### src/rtl/i2c_slave10_pkg.sv
package i2c_slave10_pkg;

    localparam int ADDR_W = 10;
    localparam int BYTE_W = 8;
    localparam int CNT_W  = $clog2(BYTE_W);
    localparam int PFX_W  = 5;
    localparam logic [PFX_W-1:0] TEN_BIT_PREFIX = 5'b11110;

    typedef enum logic [3:0] {
        ST_IDLE,
        ST_RECV,
        ST_ACKW,
        ST_ACK,
        ST_SEND,
        ST_MACKW,
        ST_MACK,
        ST_SENDW,
        ST_IGNORE
    } state_t;

    typedef enum logic [1:0] {
        K_ADDR1,
        K_ADDR2,
        K_DATA
    } kind_t;

    typedef struct packed {
        logic start;
        logic stop;
        logic scl_rise;
        logic scl_fall;
        logic scl_lvl;
        logic sda_lvl;
    } bus_ev_t;

    typedef struct packed {
        logic match;
        logic stop_seen;
        logic underrun;
    } flag_ev_t;

    function automatic logic head_hit(input logic [BYTE_W-1:0] b,
                                      input logic [1:0] hi);
        return (b[BYTE_W-1 -: PFX_W] == TEN_BIT_PREFIX) && (b[2:1] == hi);
    endfunction

endpackage

### src/rtl/i2c_slave10_sync.sv
module i2c_slave10_sync
    import i2c_slave10_pkg::*;
#(
    parameter int STAGES = 2
) (
    input  logic    clk,
    input  logic    rst,
    input  logic    scl_i,
    input  logic    sda_i,
    output bus_ev_t ev
);

    logic [STAGES-1:0] scl_sr, sda_sr;
    logic              scl_q, sda_q;
    logic              scl_s, sda_s;

    always_ff @(posedge clk) begin
        if (rst) begin
            scl_sr <= '1;
            sda_sr <= '1;
            scl_q  <= 1'b1;
            sda_q  <= 1'b1;
        end else begin
            scl_sr <= {scl_sr[STAGES-2:0], scl_i};
            sda_sr <= {sda_sr[STAGES-2:0], sda_i};
            scl_q  <= scl_s;
            sda_q  <= sda_s;
        end
    end

    always_comb begin
        scl_s       = scl_sr[STAGES-1];
        sda_s       = sda_sr[STAGES-1];
        ev.start    = scl_s & scl_q & sda_q & ~sda_s;
        ev.stop     = scl_s & scl_q & ~sda_q & sda_s;
        ev.scl_rise = scl_s & ~scl_q;
        ev.scl_fall = ~scl_s & scl_q;
        ev.scl_lvl  = scl_s;
        ev.sda_lvl  = sda_s;
    end

endmodule

### src/rtl/i2c_slave10_ctrl.sv
module i2c_slave10_ctrl
    import i2c_slave10_pkg::*;
(
    input  logic              clk,
    input  logic              rst,
    input  bus_ev_t           ev,
    input  logic [ADDR_W-1:0] own_addr,
    input  logic [BYTE_W-1:0] tx_data,
    input  logic              tx_load,
    output logic              sda_oe,
    output logic [BYTE_W-1:0] rx_data,
    output logic              rx_valid,
    output logic              xmit,
    output flag_ev_t          fev
);

    state_t             state;
    kind_t              kind;
    logic [CNT_W-1:0]   cnt;
    logic [BYTE_W-1:0]  shreg, tx_buf, nb, tx_next;
    logic               tx_valid, matched, busy, do_ack;

    localparam logic [CNT_W-1:0] LAST_BIT = CNT_W'(BYTE_W - 1);

    always_comb begin
        nb      = {shreg[BYTE_W-2:0], ev.sda_lvl};
        tx_next = tx_valid ? tx_buf : '1;
    end

    always_ff @(posedge clk) begin
        if (rst) begin
            state    <= ST_IDLE;
            kind     <= K_ADDR1;
            cnt      <= '0;
            shreg    <= '0;
            tx_buf   <= '0;
            tx_valid <= 1'b0;
            matched  <= 1'b0;
            busy     <= 1'b0;
            do_ack   <= 1'b0;
            xmit     <= 1'b0;
            sda_oe   <= 1'b0;
            rx_data  <= '0;
            rx_valid <= 1'b0;
            fev      <= '0;
        end else begin
            rx_valid <= 1'b0;
            fev      <= '0;
            if (ev.stop) begin
                state         <= ST_IDLE;
                sda_oe        <= 1'b0;
                matched       <= 1'b0;
                busy          <= 1'b0;
                xmit          <= 1'b0;
                fev.stop_seen <= 1'b1;
            end else if (ev.start) begin
                if (busy) fev.stop_seen <= 1'b1;
                busy   <= 1'b1;
                state  <= ST_RECV;
                kind   <= K_ADDR1;
                cnt    <= '0;
                sda_oe <= 1'b0;
                xmit   <= 1'b0;
            end else begin
                unique case (state)
                    ST_RECV: if (ev.scl_rise) begin
                        shreg <= nb;
                        cnt   <= cnt + 1'b1;
                        if (cnt == LAST_BIT) begin
                            state <= ST_ACKW;
                            unique case (kind)
                                K_ADDR1: begin
                                    if (head_hit(nb, own_addr[ADDR_W-1 -: 2])) begin
                                        if (!nb[0]) begin
                                            do_ack  <= 1'b1;
                                            kind    <= K_ADDR2;
                                            matched <= 1'b0;
                                        end else if (matched) begin
                                            do_ack <= 1'b1;
                                            xmit   <= 1'b1;
                                        end else begin
                                            do_ack <= 1'b0;
                                        end
                                    end else begin
                                        do_ack  <= 1'b0;
                                        matched <= 1'b0;
                                    end
                                end
                                K_ADDR2: begin
                                    if (nb == own_addr[BYTE_W-1:0]) begin
                                        do_ack    <= 1'b1;
                                        matched   <= 1'b1;
                                        fev.match <= 1'b1;
                                        kind      <= K_DATA;
                                    end else begin
                                        do_ack <= 1'b0;
                                    end
                                end
                                default: begin
                                    do_ack   <= 1'b1;
                                    rx_data  <= nb;
                                    rx_valid <= 1'b1;
                                end
                            endcase
                        end
                    end
                    ST_ACKW: if (ev.scl_fall) begin
                        if (do_ack) begin
                            sda_oe <= 1'b1;
                            state  <= ST_ACK;
                        end else begin
                            state  <= ST_IGNORE;
                        end
                    end
                    ST_ACK, ST_SENDW: if (ev.scl_fall) begin
                        if (xmit) begin
                            shreg        <= tx_next;
                            sda_oe       <= ~tx_next[BYTE_W-1];
                            fev.underrun <= ~tx_valid;
                            tx_valid     <= 1'b0;
                            cnt          <= '0;
                            state        <= ST_SEND;
                        end else begin
                            sda_oe <= 1'b0;
                            cnt    <= '0;
                            state  <= ST_RECV;
                        end
                    end
                    ST_SEND: begin
                        if (ev.scl_rise) begin
                            cnt <= cnt + 1'b1;
                            if (cnt == LAST_BIT) state <= ST_MACKW;
                        end else if (ev.scl_fall) begin
                            shreg  <= {shreg[BYTE_W-2:0], 1'b0};
                            sda_oe <= ~shreg[BYTE_W-2];
                        end
                    end
                    ST_MACKW: if (ev.scl_fall) begin
                        sda_oe <= 1'b0;
                        state  <= ST_MACK;
                    end
                    ST_MACK: if (ev.scl_rise) begin
                        state <= ev.sda_lvl ? ST_IGNORE : ST_SENDW;
                    end
                    default: ;
                endcase
            end
            if (tx_load) begin
                tx_buf   <= tx_data;
                tx_valid <= 1'b1;
            end
        end
    end

    assert_sda_moves_low_scl_R5: assert property (@(posedge clk) disable iff (rst)
        (sda_oe != $past(sda_oe)) |-> !ev.scl_lvl);

    assert_stop_forgets_match_R11: assert property (@(posedge clk) disable iff (rst)
        ev.stop |=> !matched);

    assert_read_needs_match_R6: assert property (@(posedge clk) disable iff (rst)
        $rose(xmit) |-> $past(matched));

endmodule

### src/rtl/i2c_slave10_flags.sv
module i2c_slave10_flags
    import i2c_slave10_pkg::*;
(
    input  logic     clk,
    input  logic     rst,
    input  flag_ev_t fev,
    input  logic     clr,
    output logic     flag_match,
    output logic     flag_stop,
    output logic     flag_underrun,
    output logic     irq
);

    always_ff @(posedge clk) begin
        if (rst) begin
            flag_match    <= 1'b0;
            flag_stop     <= 1'b0;
            flag_underrun <= 1'b0;
        end else begin
            if (clr) begin
                flag_match    <= 1'b0;
                flag_stop     <= 1'b0;
                flag_underrun <= 1'b0;
            end
            if (fev.match)     flag_match    <= 1'b1;
            if (fev.stop_seen) flag_stop     <= 1'b1;
            if (fev.underrun)  flag_underrun <= 1'b1;
        end
    end

    assign irq = flag_match | flag_stop | flag_underrun;

    assert_match_sets_flag_R3: assert property (@(posedge clk) disable iff (rst)
        fev.match |=> flag_match);

    assert_stop_sets_flag_R9: assert property (@(posedge clk) disable iff (rst)
        fev.stop_seen |=> flag_stop);

    assert_ack_clears_match_R10: assert property (@(posedge clk) disable iff (rst)
        (clr && !fev.match) |=> !flag_match);

endmodule

### src/rtl/i2c_slave10.sv
module i2c_slave10
    import i2c_slave10_pkg::*;
#(
    parameter int SYNC_STAGES = 2
) (
    input  logic              clk,
    input  logic              rst,
    input  logic              scl_i,
    input  logic              sda_i,
    output logic              sda_oe,
    input  logic [ADDR_W-1:0] own_addr,
    input  logic [BYTE_W-1:0] tx_data,
    input  logic              tx_load,
    output logic [BYTE_W-1:0] rx_data,
    output logic              rx_valid,
    output logic              flag_match,
    output logic              flag_read,
    output logic              flag_stop,
    output logic              flag_underrun,
    input  logic              flags_ack,
    output logic              irq
);

    bus_ev_t  ev;
    flag_ev_t fev;

    i2c_slave10_sync #(.STAGES(SYNC_STAGES)) sync_i (
        .clk   (clk),
        .rst   (rst),
        .scl_i (scl_i),
        .sda_i (sda_i),
        .ev    (ev)
    );

    i2c_slave10_ctrl ctrl_i (
        .clk      (clk),
        .rst      (rst),
        .ev       (ev),
        .own_addr (own_addr),
        .tx_data  (tx_data),
        .tx_load  (tx_load),
        .sda_oe   (sda_oe),
        .rx_data  (rx_data),
        .rx_valid (rx_valid),
        .xmit     (flag_read),
        .fev      (fev)
    );

    i2c_slave10_flags flags_i (
        .clk           (clk),
        .rst           (rst),
        .fev           (fev),
        .clr           (flags_ack),
        .flag_match    (flag_match),
        .flag_stop     (flag_stop),
        .flag_underrun (flag_underrun),
        .irq           (irq)
    );

    assert_no_drive_in_reset_R12: assert property (@(posedge clk)
        rst |=> !sda_oe);

endmodule

### config.mk
export PLATFORM = sky130hd
export DESIGN_NAME = i2c_slave10
export DESIGN_NICKNAME = d
export VERILOG_FILES = /design/src/rtl/i2c_slave10_pkg.sv /design/src/rtl/i2c_slave10_sync.sv /design/src/rtl/i2c_slave10_ctrl.sv /design/src/rtl/i2c_slave10_flags.sv /design/src/rtl/i2c_slave10.sv
export SDC_FILE = /design/constraint.sdc
export NUM_CORES = 1
export LEC_CHECK = 0
export CAP_MARGIN = 15
export CORE_UTILIZATION = 48
export DETAILED_ROUTE_END_ITERATION = 12
export GPL_TIMING_DRIVEN = 1
export PLACE_DENSITY = 0.76
export SETUP_SLACK_MARGIN = 0.3
export SLEW_MARGIN = 20
export SYNTH_ARGS = -nofsm -noshare
export SYNTH_HDL_FRONTEND = slang
export SYNTH_SLANG_ARGS = --single-unit
### constraint.sdc
create_clock -name clk -period 1.8 [get_ports clk]
set_input_delay 0.18 -clock clk [delete_from_list [all_inputs] [get_ports clk]]
set_output_delay 0.18 -clock clk [all_outputs]
set_load 0.03 [all_outputs]
==> results.txt, run 1 <==
In this run the cell area of the synthesized design comes to 2400 sq um. In the routed design, unresolved DRC markers number 0. In the layout the commonest cells are 39 x sky130_fd_sc_hd__dfxtp_1, 26 x sky130_fd_sc_hd__nor2_1, 25 x sky130_fd_sc_hd__buf_4.

The fraction of the cycle the final worst path needs came out at 1.03. The type of the worst setup path was reg -> reg. The post-synthesis to final-layout area growth works out to 52.7%.

After the flow finishes, the layout carries non-filler instances totaling 411. Routability-driven placement finished with a final weighted congestion of 0.895. The netlist uses 50 different library cells. The first global-routing pass estimated 10.6 mm of wire. The floorplan step set the die width to 72.7 um.

After clock tree synthesis, the clock-pin slew on the worst setup and hold paths is 0.09 ns. The path type of the worst min-delay path is reg -> reg. After global routing the overflow that remains totals 0. The slowest stage of the critical path belongs to the cell sky130_fd_sc_hd__a221o_2. The floorplan step set the die height to 72.7 um. Via count of the first global-routing pass: 2,226. The clock tree buffer depth was 2; the vias per cell was 5.90. The number of pins exceeding their max-slew limit in the final report is 0. The detailed router put a total of 2.99 mm of wire on met1. The initial antenna violation count was 0; the final worst hold slack was 0.417 ns.

The power density over the cells was 584 nW/um^2. The fraction of registers with async set or reset after synthesis works out to 0. At the pin with the least slew margin, the transition time is 0.520 ns. The final core utilization came out at 0.772. The tightest slew margin relative to the limit was 0.650.

The share of Yosys cell area claimed by the top area cell type was 0.425; the critical path required time was 2.03 ns. The kind of cell adding the most delay to the critical path is compound AO/OA/AOI/OAI gates. The count of state elements after synthesis is 51. The number of instances in the synthesized netlist was 281; the pin count of the biggest net entering global routing was 19. The minimum period implied by the final worst setup slack is 1.85 ns, and the H-tree depth reported by CTS is 2. The final antenna diode count was 0; the detailed-route via count was 2,425. The number of primary I/O pins was 39. TritonCTS built the clock tree. The layout cell share with drive strength beyond 1 was 0.331; the number of iterations in the first detailed-routing pass was 4. Counting the fill cells in the layout gives 320. The hold violation total from the final report came out at 0. The die covers 5290 sq um. For flop-to-flop paths, the worst setup slack is -0.05 ns. The run gives 0.261 as the all-layer global routing usage.

The finished cells cover 3670 sq um. The number of nets in the synthesized netlist is 307. The total negative slack for setup checks was -0.189 ns; the number of instances on the worst hold path was 1.

The worst reg2reg path depth was 7. The detailed router used layers up to and including met4. The worst-case IR drop observed on VDD is 0.000608 V. Setup violations remaining at the end of the flow were counted as 7. Starting utilization of the core area: 0.505. For this run, the leading register cell type out of synthesis is sky130_fd_sc_hd__dfxtp_1.

The run gives 541 MHz as the maximum operating frequency. At the later pin of the worst-skew pair, clock insertion delay measures 0.30 ns. The core region is 4750 sq um. The post-route clock skew came out at 0.00513 ns. The total CTS buffers came out at 5. The worst setup path is captured at a flop. Per-cell routed wire length: 17.4 um. The number of buffers and inverters on the critical path is 2. The number of clock sinks seen by CTS was 51; the antenna violation net count after detailed routing was 0. The share of the yosys chip area belonging to registers was 0.425; the static leakage was 1.51 nW. The count of flip-flops with a built-in enable after synthesis is 0. For the setup slack at placement, the log shows -0.0836 ns.

In this run the critical register-to-register path is captured at ctrl_i.shreg[4]. The standard-cell row count is 25. Summing internal, switching and leakage power gives 2.14 mW. After synthesis, the cell types taking the most area are sky130_fd_sc_hd__dfxtp_1 43%, sky130_fd_sc_hd__a21oi_1 5.2%, sky130_fd_sc_hd__o21ai_0 4.4%. For the placed instance area, the log shows 3030 sq um. STA classifies the critical path startpoint as a flop.

During placement, the flow inserted port buffers numbering 38. The cell with the most instances on the worst path was sky130_fd_sc_hd__buf_6. The critical path goes through buf_6, buf_6, nor2_4, a22o_1, a221o_2, or3_1, a21oi_1. For the total wire length, the log shows 7.13 mm. The number of maximum-capacitance violations was 0; the final critical-path setup slack was -0.0478 ns.

Leaving out fill and tap cells, the most frequent cell in the layout is sky130_fd_sc_hd__dfxtp_1. The run gives 389 as the count of placed standard cells including taps. After the last flow step, the layout net total stands at 370. Data arrival time of the worst path: 2.08 ns. The worst hold path begins at sync_i.sda_sr[0]. Setup repair after global routing could not meet its margin everywhere. The final reports fail on negative setup slack. Detailed routing placed a total of 408 um of wire on met3. For the number of hold buffers added after CTS, the log shows 0. The tools report the Yosys warning count as 0. The worst hold path terminates at sync_i.sda_sr[1]. Per-instance average area after synthesis: 8.55 sq um. In this design, the stage delay of the slowest critical-path cell is 0.43 ns.

The detailed router's first-iteration violation count was 183. The root cell of the clock tree is sky130_fd_sc_hd__clkbuf_8. The flow ran to the end, but the final reports show violations. Wire segments on met2 add up to 3.55 mm in the final route.

The tools report the startpoint of the worst register-to-register path as ctrl_i.state[2]. In this run the worst path has a maximum fanout of 8. Summed over all instances, the cell type with the most area after synthesis is sky130_fd_sc_hd__dfxtp_1. The run gives 4.15 mm as the HPWL reported at the end of detailed placement.
==> kinds of logic after synthesis <==
| family | Yosys count | synth area share |
|---|---|---|
| xor+xnor | 12 | 0.0438 |
| fa+ha+maj | 2 | 0.0104 |
| simple gates | 105 | 0.241 |
| flops | 51 | 0.425 |
| mux | 9 | 0.0380 |
| buf+inv | 27 | 0.0474 |
| compound gates | 75 | 0.195 |
==> synth_stat cells (3+ instances only) <==
master	count
sky130_fd_sc_hd__clkbuf_1	11
sky130_fd_sc_hd__inv_1	6
sky130_fd_sc_hd__or2_2	8
sky130_fd_sc_hd__buf_2	6
sky130_fd_sc_hd__or4_1	4
sky130_fd_sc_hd__dfxtp_1	51
sky130_fd_sc_hd__nor4_1	7
sky130_fd_sc_hd__nor3_1	4
sky130_fd_sc_hd__or3_1	6
sky130_fd_sc_hd__a21oi_1	25
sky130_fd_sc_hd__xnor2_1	9
sky130_fd_sc_hd__o21ai_0	21
sky130_fd_sc_hd__nor2_1	27
sky130_fd_sc_hd__a2111oi_0	3
sky130_fd_sc_hd__a211oi_1	3
sky130_fd_sc_hd__nand2_1	14
sky130_fd_sc_hd__o21a_1	5
sky130_fd_sc_hd__a22o_1	3
sky130_fd_sc_hd__nor2b_1	6
sky130_fd_sc_hd__a31oi_1	3
sky130_fd_sc_hd__xor2_1	3
sky130_fd_sc_hd__nand3b_1	6
sky130_fd_sc_hd__mux2i_1	8
sky130_fd_sc_hd__nand3_1	10
==> per-layer routing <==
metal / vias to the layer above / GRT usage
met5: - / 0
met4: 0 / 0.111
met3: 17 / 0.0483
li1: 1135 / -
met1: 1161 / 0.339
met2: 112 / 0.426
==> cell type report <==
class	count	area [sq um]	share of cell area
Sequential cell	51	1050	0.285
Clock buffer	6	72.6	0.0198
Timing Repair Buffer	77	792	0.216
Multi-Input combinational cell	203	1620	0.442
Clock inverter	1	30.0	0.00819
Tap cell	67	83.8	0.0229
Inverter	6	22.5	0.00614
==> power by group <==
part	switching (mW)	internal, mW	leakage, nW	total, mW
clock	0.359	0.408	0.0513	0.767
sequential	0.0225	1.15	0.418	1.17
combinational	0.0966	0.112	1.04	0.209
total	0.478	1.67	1.51	2.14
==> registers in the layout (all words and copies together), names as in the netlist, 2 cells and up <==
register,count
ctrl_i.rx_data,8
ctrl_i.cnt,3
ctrl_i.tx_buf,8
sync_i.scl_sr,2
ctrl_i.fev,3
ctrl_i.shreg,7
ctrl_i.kind,2
ctrl_i.state,4
sync_i.sda_sr,2
==> timing repair <==
| item | in CTS | in global routing |
|---|---|---|
| setup endpoints to repair | 35 | 42 |
| resized for setup | 61 | 43 |
| pin swaps | 27 | 14 |
| buffers inserted | 12 | 1 |
| gates cloned | 2 | 0 |
| endpoints found under the hold margin | 0 | 0 |
==> worst register-to-register path: stages, from the launching register on <==
cell and delay, ns:
sky130_fd_sc_hd__dfxtp_4 0.38, sky130_fd_sc_hd__buf_6 0.09, sky130_fd_sc_hd__buf_6 0.10, sky130_fd_sc_hd__nor2_4 0.04
sky130_fd_sc_hd__a22o_1 0.25, sky130_fd_sc_hd__a221o_2 0.43, sky130_fd_sc_hd__or3_1 0.35, sky130_fd_sc_hd__a21oi_1 0.14
==> how the worst max path moves through the flow <==
stage               slack [ns]       startpoint         endpoint  cells past startpoint
detailed placement       -0.08      own_addr[0]   ctrl_i.matched                      6
floorplan                -0.04    ctrl_i.cnt[1]   ctrl_i.matched                      7
finish                   -0.05  ctrl_i.state[2]  ctrl_i.shreg[4]                      7
CTS                     -0.005    ctrl_i.cnt[1]   ctrl_i.matched                      6
global route             -0.11  ctrl_i.state[2]  ctrl_i.shreg[4]                      7
global placement         -0.03      own_addr[7]   ctrl_i.matched                      6
No activity file was read; power rests on OpenSTA's default activity.
==> inputs of run 2 (changes only) <==
==> constraint.sdc (replaced) <==
create_clock -name clk -period 1.8 [get_ports clk]
set_input_delay 0.27 -clock clk [delete_from_list [all_inputs] [get_ports clk]]
set_output_delay 0.27 -clock clk [all_outputs]
set_load 0.03 [all_outputs]
==> results.txt, run 2 (synthesis results as in run 1) <==
The run finished, with violations left. The checks that failed: negative setup slack. The fraction of the cycle the final worst path needs came out at 1.03 (about the same). The initial antenna violation count is 0 (unchanged), and the tightest slew margin relative to the limit is 0.663 (+0.0128). The area taken by multi-input logic gates was 1580 sq um (-2.3%). For the number of filler instances in the final layout, the log shows 346 (+8.1%). The total negative slack for setup checks was -0.0803 ns (+0.109 ns); the top fanout value on the critical path was 4 (-4). The y dimension of the die is 72.7 um (unchanged), and the stage delay of the slowest cell on the critical path is 0.53 ns (+0.10 ns). The run gives 0 (unchanged) as the leftover overflow at the end of global routing.

The total of buffers placed on input and output ports came out at 38 (unchanged). The measured slew at the worst slew-check pin came out at 0.504 ns (-0.0159 ns). The wire length of the first global-routing pass was 10.2 mm (-3.5%); the number of pins exceeding their max-slew limit in the final report was 0 (unchanged). Register clock-pin slew on the reported worst setup and hold paths: 0.10 ns (about the same). The pin count of the biggest net entering global routing is 19 (unchanged).

Peak supply drop: 0.000462 V (-24%). TritonCTS built the clock tree. The starting utilization of the core area was 0.505 (unchanged); the number of hold buffers added after CTS was 0 (unchanged).

The total core area is 4750 sq um (unchanged), and the number of clock sinks seen by CTS is 51 (unchanged). CTS placed an instance of sky130_fd_sc_hd__clkbuf_8 at the clock tree root. Total CTS buffers: 5 (unchanged).

Setup repair after global routing could not meet its margin everywhere. The path type of the worst min-delay path is reg -> reg. The number of iterations in the first detailed-routing pass is 5 (+1), and the post-route clock skew is 0.00958 ns (+0.00445 ns). The tools report the area taken by flip-flops and latches as 1050 sq um (+0.24%). STA classifies the critical path endpoint as a flop. The run gives 4.12 mm (-0.66%) as the HPWL reported at the end of detailed placement.

The vias per cell is 5.94 (+0.70%), and the combinational fraction of design power is 0.099 (+0.002). The largest registers in the layout are ctrl_i.rx_data x8, ctrl_i.tx_buf x8, ctrl_i.shreg x7. The static leakage is 1.36 nW (-9.8%), and the power density over the cells is 630 nW/um^2 (+7.9%). The logs give -0.0482 ns (-0.000403 ns) for the final critical-path setup slack and 0 (unchanged) for the number of remaining DRC errors. The sequential share of power was 0.525 (-0.020). The clock network latency to the later pin of the worst-skew pair is 0.32 ns (+0.02 ns), and the count of buffering cells on the critical path with inverters included is 0 (-2).

The post-route cell area was 3520 sq um (-4.0%); the per-cell routed wire length was 17.5 um (+1.1%). For the total wire length, the log shows 7.20 mm (+0.88%). The detailed-route via count came out at 2,436 (+0.45%). For the H-tree depth reported by CTS, the log shows 2 (unchanged). The top cell types in the final layout, fill and taps aside, are 37 x sky130_fd_sc_hd__dfxtp_1, 29 x sky130_fd_sc_hd__buf_4, 25 x sky130_fd_sc_hd__nor2_1. The layout cell share with drive strength beyond 1 is 0.327 (-0.00486), and the horizontal die dimension is 72.7 um (unchanged).

Fraction of power spent switching nets: 0.241 (+0.0177). The floorplan die area came out at 5290 sq um (unchanged). The tools report the number of setup violations in the final report as 2 (-5). The most common cell after layout, fill and taps aside is sky130_fd_sc_hd__dfxtp_1. The post-route non-filler standard cell count is 410 (-0.24%). The internal power component was 1.69 mW (+1.2%). The run gives 2 (unchanged) as the clock tree buffer depth. The run gives 0 (unchanged) as the antenna violation net count after detailed routing. The minimum period implied by the final worst setup slack was 1.85 ns (+0.000403 ns). In this design, the largest share of critical-path delay is due to simple AND/OR/NAND/NOR gates. For the standard-cell row count, the log shows 25 (unchanged). The worst setup path is of the reg -> reg kind. For the part of the power in the clock network, the log shows 0.376 (+0.018). For the number of maximum-capacitance violations, the log shows 0 (unchanged). The hold violation total from the final report was 0 (unchanged).

The logs give 0.254 (-0.00757) for the all-layer global routing usage and 203 (+11%) for the detailed router's first-iteration violation count. The critical path required time was 2.01 ns (-0.02 ns); the count of placed standard cells including taps was 388 (-0.26%). The via count of the first global-routing pass is 2,090 (-6.1%).

The tools report the maximum operating frequency as 541 MHz (about the same). The number of primary I/O pins was 39 (unchanged). The library cell contributing the largest single delay on the critical path was sky130_fd_sc_hd__or4_4. The logs give 2.06 ns (-0.02 ns) for the data arrival time of the worst path and 0.535 mW (+12%) for the net switching power. The placed instance area was 3020 sq um (-0.25%); the routability congestion estimate was 0.846 (-5.4%). The final core utilization is 0.741 (-0.0308).

The area growth from synthesis to layout is 46.6%. The critical path goes through or2_4, or4_4, or4_1, o211a_1. The run gives 368 (-0.54%) as the count of nets after finishing.

The startpoint kind of the worst setup timing path was a flop. Final antenna diode count: 0 (unchanged).
## run 2: final timing paths
check | cells after the start | slack, ns | from | to
setup / recovery | 4 | -0.05 | ctrl_i.state[1] | ctrl_i.matched
hold / removal | 1 | 0.42 | sync_i.sda_sr[0] | sync_i.sda_sr[1]
setup reg to reg | 4 | -0.05 | ctrl_i.state[1] | ctrl_i.matched
hold reg to reg | 1 | 0.42 | sync_i.sda_sr[0] | sync_i.sda_sr[1]
## run 2: worst register-to-register path, cell delays in order (launching register included)
cell	delay (ns)
sky130_fd_sc_hd__dfxtp_2	0.36
sky130_fd_sc_hd__or2_4	0.26
sky130_fd_sc_hd__or4_4	0.53
sky130_fd_sc_hd__or4_1	0.48
sky130_fd_sc_hd__o211a_1	0.13
## run 2: area by class of cell
cell class / count / area share
clock buffer: 5 / 0.0195
sequential: 51 / 0.298
inverter: 6 / 0.00639
timing repair buffer: 74 / 0.189
multi-input combinational: 204 / 0.450
tap: 67 / 0.0238
clock inverter: 3 / 0.0135
## run 2: per-stage QoR
stage | setup WS (ns) | hold WS (ns) | total power [mW]
2_1_floorplan | -0.0409 | 0.374 | 1.29
3_3_place_gp | -0.108 | 0.392 | 1.37
3_5_place_dp | -0.184 | 0.398 | 1.38
4_1_cts | -0.0263 | 0.420 | 2.20
5_1_grt | -0.0556 | 0.426 | 2.28
6_report | -0.0482 | 0.417 | 2.22
## run 2: power groups by stage
stage	clock (mW)	combinational (mW)	sequential (mW)
after CTS	0.839	0.194	1.17
after floorplan	0	0.106	1.18
after detailed placement	0	0.180	1.20
after global placement	0	0.177	1.19
final	0.834	0.220	1.17
after global routing	0.878	0.234	1.17
## run 2: per-layer routing
metal	track usage	wire (um)	up-vias
li1	-	-	1132
met1	0.326	2960	1140
met2	0.430	3440	127
met3	0.0497	394	37
met4	0.0763	395	0
met5	0	0	-
## run 2: repair_timing
action / in CTS / in global routing
buffers inserted: 3 / 10
cloned: 1 / 0
pin swaps: 14 / 13
endpoints found under the setup margin: 45 / 30
resized for setup: 56 / 35
